[config.mk]
export PLATFORM = sky130hd
export DESIGN_NAME = muldiv_hilo
export DESIGN_NICKNAME = d
export VERILOG_FILES = /design/src/rtl/muldiv_pkg.sv /design/src/rtl/mdu_operand_prep.sv /design/src/rtl/mdu_iter_core.sv /design/src/rtl/mdu_result_fix.sv /design/src/rtl/muldiv_hilo.sv
export SDC_FILE = /design/constraint.sdc
export NUM_CORES = 1
export LEC_CHECK = 0
export ABC_CLOCK_PERIOD_IN_PS = 7290
export BUFFER_PORTS_ARGS = -buffer_cell sky130_fd_sc_hd__buf_2
export CAP_MARGIN = 20
export CORE_UTILIZATION = 62
export DETAILED_ROUTE_END_ITERATION = 12
export GPL_ROUTABILITY_DRIVEN = 0
export MAX_ROUTING_LAYER = met4
export PLACE_DENSITY = 0.82
export SYNTH_ARGS = -nofsm -noshare
export SYNTH_HDL_FRONTEND = slang
export SYNTH_HIERARCHICAL = 1
export SYNTH_SLANG_ARGS = --single-unit
[constraint.sdc]
create_clock -name clk_i -period 7.29 [get_ports clk_i]
set_clock_uncertainty 0.15 [all_clocks]
set_input_delay 1.458 -clock clk_i [delete_from_list [all_inputs] [get_ports clk_i]]
set_output_delay 1.458 -clock clk_i [all_outputs]
set_load 0.02 [all_outputs]
[src/rtl/muldiv_pkg.sv]
package muldiv_pkg;

   typedef enum logic [1:0] {
      MDU_MUL_S = 2'b00,
      MDU_MUL_U = 2'b01,
      MDU_DIV_S = 2'b10,
      MDU_DIV_U = 2'b11
   } mdu_op_e;

   function automatic logic op_is_div(input mdu_op_e op);
      return op[1];
   endfunction

   function automatic logic op_is_signed(input mdu_op_e op);
      return ~op[0];
   endfunction

endpackage

[src/rtl/mdu_operand_prep.sv]
module mdu_operand_prep #(
   parameter int WIDTH = 32
) (
   input  logic             signed_i,
   input  logic [WIDTH-1:0] opa_i,
   input  logic [WIDTH-1:0] opb_i,
   output logic [WIDTH-1:0] mag_a_o,
   output logic [WIDTH-1:0] mag_b_o,
   output logic             neg_a_o,
   output logic             neg_b_o,
   output logic             b_zero_o
);

   always_comb begin
      neg_a_o  = signed_i & opa_i[WIDTH-1];
      neg_b_o  = signed_i & opb_i[WIDTH-1];
      mag_a_o  = neg_a_o ? (~opa_i + 1'b1) : opa_i;
      mag_b_o  = neg_b_o ? (~opb_i + 1'b1) : opb_i;
      b_zero_o = (opb_i == '0);
   end

endmodule

[src/rtl/mdu_iter_core.sv]
module mdu_iter_core #(
   parameter int WIDTH = 32,
   parameter int STEPS = 1
) (
   input  logic             is_div_i,
   input  logic [WIDTH-1:0] opnd_i,
   input  logic [WIDTH-1:0] up_i,
   input  logic [WIDTH-1:0] lo_i,
   output logic [WIDTH-1:0] up_o,
   output logic [WIDTH-1:0] lo_o
);

   logic [WIDTH-1:0] up_c [STEPS+1];
   logic [WIDTH-1:0] lo_c [STEPS+1];

   assign up_c[0] = up_i;
   assign lo_c[0] = lo_i;

   for (genvar s = 0; s < STEPS; s++) begin : g_step
      logic [WIDTH:0] add_s;
      logic [WIDTH:0] shl_s;
      logic [WIDTH:0] sub_s;

      always_comb begin
         // multiply: conditional add of the multiplicand, then shift right
         add_s = {1'b0, up_c[s]} + (lo_c[s][0] ? {1'b0, opnd_i} : '0);
         // divide: shift next dividend bit into the partial remainder, trial subtract
         shl_s = {up_c[s], lo_c[s][WIDTH-1]};
         sub_s = shl_s - {1'b0, opnd_i};
      end

      assign up_c[s+1] = is_div_i ? (sub_s[WIDTH] ? shl_s[WIDTH-1:0] : sub_s[WIDTH-1:0])
                                  : add_s[WIDTH:1];
      assign lo_c[s+1] = is_div_i ? {lo_c[s][WIDTH-2:0], ~sub_s[WIDTH]}
                                  : {add_s[0], lo_c[s][WIDTH-1:1]};
   end

   assign up_o = up_c[STEPS];
   assign lo_o = lo_c[STEPS];

endmodule

[src/rtl/mdu_result_fix.sv]
module mdu_result_fix #(
   parameter int WIDTH = 32
) (
   input  logic             is_div_i,
   input  logic             prod_neg_i,
   input  logic             quo_neg_i,
   input  logic             rem_neg_i,
   input  logic [WIDTH-1:0] up_i,
   input  logic [WIDTH-1:0] lo_i,
   output logic [WIDTH-1:0] hi_o,
   output logic [WIDTH-1:0] lo_o
);

   localparam int DW = 2 * WIDTH;

   logic [DW-1:0] prod_raw;
   logic [DW-1:0] prod_fix;

   always_comb begin
      prod_raw = {up_i, lo_i};
      prod_fix = prod_neg_i ? (~prod_raw + 1'b1) : prod_raw;
      if (is_div_i) begin
         hi_o = rem_neg_i ? (~up_i + 1'b1) : up_i;
         lo_o = quo_neg_i ? (~lo_i + 1'b1) : lo_i;
      end else begin
         hi_o = prod_fix[DW-1:WIDTH];
         lo_o = prod_fix[WIDTH-1:0];
      end
   end

endmodule

[src/rtl/muldiv_hilo.sv]
module muldiv_hilo
   import muldiv_pkg::*;
#(
   parameter int WIDTH           = 32,
   parameter int STEPS_PER_CYCLE = 1
) (
   input  logic             clk_i,
   input  logic             rst_ni,
   input  logic             start_i,
   input  logic [1:0]       op_i,
   input  logic [WIDTH-1:0] opa_i,
   input  logic [WIDTH-1:0] opb_i,
   input  logic             hi_wr_i,
   input  logic             lo_wr_i,
   input  logic [WIDTH-1:0] wr_data_i,
   input  logic             hi_rd_i,
   input  logic             lo_rd_i,
   output logic [WIDTH-1:0] rd_data_o,
   output logic             stall_o,
   output logic             busy_o
);

   localparam int ITERS = WIDTH / STEPS_PER_CYCLE;
   localparam int CW    = (ITERS > 1) ? $clog2(ITERS) : 1;
   localparam logic [CW-1:0] LAST = CW'(ITERS - 1);

   if (WIDTH < 2) begin : g_bad_width
      $error("muldiv_hilo: WIDTH must be at least 2");
   end
   if (STEPS_PER_CYCLE < 1 || (WIDTH % STEPS_PER_CYCLE) != 0) begin : g_bad_steps
      $error("muldiv_hilo: STEPS_PER_CYCLE must divide WIDTH");
   end

   mdu_op_e op_e;
   assign op_e = mdu_op_e'(op_i);

   // operand conditioning
   logic [WIDTH-1:0] mag_a, mag_b;
   logic             neg_a, neg_b, b_zero;

   mdu_operand_prep #(.WIDTH(WIDTH)) u_prep (
      .signed_i (op_is_signed(op_e)),
      .opa_i    (opa_i),
      .opb_i    (opb_i),
      .mag_a_o  (mag_a),
      .mag_b_o  (mag_b),
      .neg_a_o  (neg_a),
      .neg_b_o  (neg_b),
      .b_zero_o (b_zero)
   );

   // iteration state
   logic [WIDTH-1:0] up_q, lo_s_q, opnd_q;
   logic             is_div_q, prod_neg_q, quo_neg_q, rem_neg_q;
   logic             busy_q;
   logic [CW-1:0]    cnt_q;
   logic [WIDTH-1:0] hi_q, lo_q;

   logic [WIDTH-1:0] up_nx, lo_nx;
   logic [WIDTH-1:0] fix_hi, fix_lo;

   mdu_iter_core #(.WIDTH(WIDTH), .STEPS(STEPS_PER_CYCLE)) u_core (
      .is_div_i (is_div_q),
      .opnd_i   (opnd_q),
      .up_i     (up_q),
      .lo_i     (lo_s_q),
      .up_o     (up_nx),
      .lo_o     (lo_nx)
   );

   mdu_result_fix #(.WIDTH(WIDTH)) u_fix (
      .is_div_i   (is_div_q),
      .prod_neg_i (prod_neg_q),
      .quo_neg_i  (quo_neg_q),
      .rem_neg_i  (rem_neg_q),
      .up_i       (up_nx),
      .lo_i       (lo_nx),
      .hi_o       (fix_hi),
      .lo_o       (fix_lo)
   );

   logic any_wr, finish;
   assign any_wr = hi_wr_i | lo_wr_i;
   assign finish = busy_q & ~start_i & ~any_wr & (cnt_q == LAST);

   // control and datapath state
   always_ff @(posedge clk_i or negedge rst_ni) begin
      if (!rst_ni) begin
         busy_q     <= 1'b0;
         cnt_q      <= '0;
         up_q       <= '0;
         lo_s_q     <= '0;
         opnd_q     <= '0;
         is_div_q   <= 1'b0;
         prod_neg_q <= 1'b0;
         quo_neg_q  <= 1'b0;
         rem_neg_q  <= 1'b0;
      end else if (start_i) begin
         busy_q     <= 1'b1;
         cnt_q      <= '0;
         up_q       <= '0;
         lo_s_q     <= mag_a;
         opnd_q     <= mag_b;
         is_div_q   <= op_is_div(op_e);
         prod_neg_q <= neg_a ^ neg_b;
         quo_neg_q  <= (neg_a ^ neg_b) & ~b_zero;
         rem_neg_q  <= neg_a;
      end else if (any_wr) begin
         busy_q <= 1'b0;
      end else if (busy_q) begin
         up_q   <= up_nx;
         lo_s_q <= lo_nx;
         cnt_q  <= cnt_q + 1'b1;
         if (cnt_q == LAST) begin
            busy_q <= 1'b0;
         end
      end
   end

   // architectural result registers
   always_ff @(posedge clk_i or negedge rst_ni) begin
      if (!rst_ni) begin
         hi_q <= '0;
         lo_q <= '0;
      end else begin
         if (hi_wr_i) begin
            hi_q <= wr_data_i;
         end else if (finish) begin
            hi_q <= fix_hi;
         end
         if (lo_wr_i) begin
            lo_q <= wr_data_i;
         end else if (finish) begin
            lo_q <= fix_lo;
         end
      end
   end

   assign busy_o    = busy_q;
   assign stall_o   = busy_q & (hi_rd_i | lo_rd_i);
   assign rd_data_o = hi_rd_i ? hi_q : lo_q;

endmodule

==> run summary <==
The flow ran to the end, but the final reports show violations. The checks that failed: DRC. The logs give 0 for the total congestion overflow after global routing and 6 for the number of warnings printed during yosys synthesis. Final worst setup slack: 941 ps.

Post-cts repair resize count: 0. In this run the horizontal extent of the chip is 162 um. For this design the ratio of total power to cell area is 217 nW/um^2.

The number of ports placed on the die boundary is 139. The clock-pin slew on the worst setup and hold paths works out to 80 ps. The detail route stage leaves a number of antenna-violating nets equal to 0.

The worst setup path is captured at a register. For the finished layout, the period the worst path requires is 6350 ps. A synthesized cell averages 8.53 um^2. The via count of the first global-routing pass was 14000.

The type of the setup path with the least slack is reg2reg. After routing, the total negative slack on setup checks comes to 0 ps. Most used cell along the critical path: sky130_fd_sc_hd__a21oi_1. The number of buffers added on ports was 138. TritonCTS built the clock tree.

The filler cells instantiated in the layout total 1943. The total of endpoints with negative setup slack in the final report came out at 0. The starting utilization of the core area is 0.631, and the final clock period utilization by the worst path is 0.871.

The detailed-routing iteration count for the pre-antenna-repair pass was 10; the worst slack at placement was 1110 ps. Data on the critical path is required at its endpoint by 7480 ps. For the leakage power of the design, the log shows 0.00753 uW. The worst max-slew margin expressed relative to the limit was 0.331.

Max-cap violations in this run came to 0. The total vias in the final route is 14700, and the hold violation total from the final report is 0. The run gives 0.691 as the end-of-flow core utilization. The clock reaches the later pin of the worst-skew pair after 450 ps. The tools report the initial detailed-routing violation count as 1586.

Among all flip-flop cells after synthesis, the most frequent one is sky130_fd_sc_hd__dfrtp_1. The run gives 2105 as the net total in the final layout. The buffers plus inverters on the worst setup path was 1; the actual slew at the worst max-slew pin was 1000 ps. The largest net degree at the start of global routing was 107.

From synthesis to final layout, the design area changed by 9.50%. For the area of the die, the log shows 26200 um^2. For the largest vdd supply drop, the log shows 0.150 mV. The distinct cell type count of the synthesized netlist is 87, and the height of the die is 162 um. Buffers inserted during clock tree synthesis total 17. At the worst endpoint, the arrival time is 6540 ps. Broken down by cell family, the worst path's largest delay share belongs to simple AND/OR/NAND/NOR gates. The post-CTS setup buffer count came out at 0. CTS placed an instance of sky130_fd_sc_hd__clkbuf_16 at the clock tree root. For this run, the number of standard cells in the final layout without fillers is 2276. The share of cells above drive strength 1 is 0.236. The region available for standard cell placement spans 25100 um^2.

Counting every sink on the clock net gives 170. Of all cell types, the one taking the most synthesized area is sky130_fd_sc_hd__dfrtp_1. The H-tree depth was 4; the register bit count reported by yosys was 170. Half-perimeter wire length after detailed placement: 32.8 mm. The worst setup path is launched from a register. The maximum clock rate is 0.158 GHz, and the number of enable-type register cells in the synthesized netlist is 0. The maximum fanout along the worst path was 31; the sequential cell area was 4260 um^2.

Area share of the largest cell type after synthesis: 0.269. For the final total power, the log shows 3770 uW. The library cell contributing the largest single delay on the critical path is sky130_fd_sc_hd__or4b_2. The async set or reset register ratio after synthesis works out to 1.00. On the worst path, the slowest cell contributes a delay of 670 ps.

Detailed-route wire length per cell: 19.7 um. The logs give 10900 um^2 for the area of combinational cells with multiple inputs and 1857 for the post-synthesis cell count. The initial antenna violation count was 6. Setup repair after global routing left no endpoint under its margin.

The mapped netlist covers 15800 um^2. The tools report the number of remaining DRC errors as 1. The deepest clock path buffer count is 2, and the number of cells in the design after placement is 2238. Traced cell by cell, the critical path runs through ha_1 > fa_1 > nand2b_1 > a21oi_1 > o21a_1 > o31ai_1 > a21oi_2 > o21ai_2 > xnor2_4 > buf_4 > mux2i_1 > a21oi_1 > nor4_1 > nand3_1 > or4b_2 > a31oi_1 > a21oi_1 > xor2_1 > mux2_2 > mux2_2.

The number of rows in the core area was 58; the total wirelength of the detailed-routed design was 44.9 mm. The final max-slew violation count is 0, and the total routing resource utilization after global routing is 0.351. The tools report the portion of the post-synthesis area used by sequential elements as 0.269.

The class of the worst hold path is reg2reg. Detail-routed via count per cell: 6.44. Sorting the synthesized cells by area gives the leading types as sky130_fd_sc_hd__dfrtp_1 27%, sky130_fd_sc_hd__mux2_2 16%, sky130_fd_sc_hd__a21oi_1 7.1%. In this run, post-CTS hold repair placed 0 buffers.

The number of nets in the synthesized netlist is 2034. The global-route wire length before repair was 71.6 mm.
-- flip-flops by register name, summed over array words and instances, names as in the netlist, 5 cells and up --
name and count:
hi_q 32, lo_q 32, lo_s_q 32, opnd_q 32, up_q 32, cnt_q 5
-- placed cells by master, fill, tap and decap left out, types with 35 or more instances in the layout --
cell type                   n
sky130_fd_sc_hd__dfrtp_1  169
sky130_fd_sc_hd__nor3_1    36
sky130_fd_sc_hd__and2_1    35
sky130_fd_sc_hd__xnor2_1   84
sky130_fd_sc_hd__nor2_1   128
sky130_fd_sc_hd__mux2_2   229
sky130_fd_sc_hd__ha_1      70
sky130_fd_sc_hd__o21ai_0   67
sky130_fd_sc_hd__inv_1     66
sky130_fd_sc_hd__buf_2    136
sky130_fd_sc_hd__nand2_1  184
sky130_fd_sc_hd__a21oi_1  226
sky130_fd_sc_hd__xor2_1    87
sky130_fd_sc_hd__nor2b_1   43
-- stage by stage --
step | area, um^2 | hold slack (ps)
2_1_floorplan | 15800 | 324
3_3_place_gp | 16600 | 333
3_5_place_dp | 16600 | 340
4_1_cts | 17300 | 357
5_1_grt | 17300 | 362
6_report | 17300 | 354
-- layer usage --
metal	vias up	wire, um	track usage
met5	-	0	-
met4	0	2300	0.175
met3	203	3470	0.0761
met2	732	20700	0.549
met1	6940	18400	0.427
li1	6781	-	-
-- where the power goes --
group / switching [uW] / total [uW] / internal (uW) / leakage, uW
Sequential: 121 / 1220 / 1100 / 0.00205
Clock: 427 / 1050 / 627 / 0.000326
Combinational: 867 / 1500 / 628 / 0.00515
Total: 1420 / 3770 / 2350 / 0.00753
-- synth_stat cells (all sizes together), types with 39 or more instances --
cell / number
a21oi: 229
buf: 39
clkbuf: 64
dfrtp: 170
ha: 70
inv: 66
mux2: 229
nand2: 184
nor2: 128
nor2b: 43
o21ai: 71
xnor2: 85
xor2: 87
-- cells by family (layout without fill, tap and decap cells) --
family,after synthesis,after routing,share of synthesized area
fa+ha+maj,72,72,0.0578
flops,170,170,0.269
buf+inv,170,253,0.0450
mux,251,251,0.177
other cells,0,6,0
xor+xnor,172,172,0.0963
simple gates,566,566,0.179
compound gates,456,456,0.176
-- path summary, 6_finish.rpt --
check                                from         end  slack, ps  cells after the start
worst max-delay path            opnd_q[0]    hi_q[25]        940                     20
worst min-delay path             lo_q[23]    lo_q[23]        350                      1
worst max register to register  opnd_q[0]    hi_q[25]        940                     20
worst min register to register   lo_q[23]    lo_q[23]        350                      1
max in group asynchronous          rst_ni     lo_q[2]       4480                      2
min in group asynchronous          rst_ni  opnd_q[30]       1000                      1
-- area by class of cell --
cell class              count  share of cell area
diodes                      6            0.000866
clock buffers              18              0.0253
clock inverters            13              0.0130
inverters                  67              0.0145
multi-input cells        1517               0.629
flip-flops and latches    170               0.246
well taps                 330              0.0238
repair buffers            155              0.0480
No activity file was read; power rests on OpenSTA's default activity.
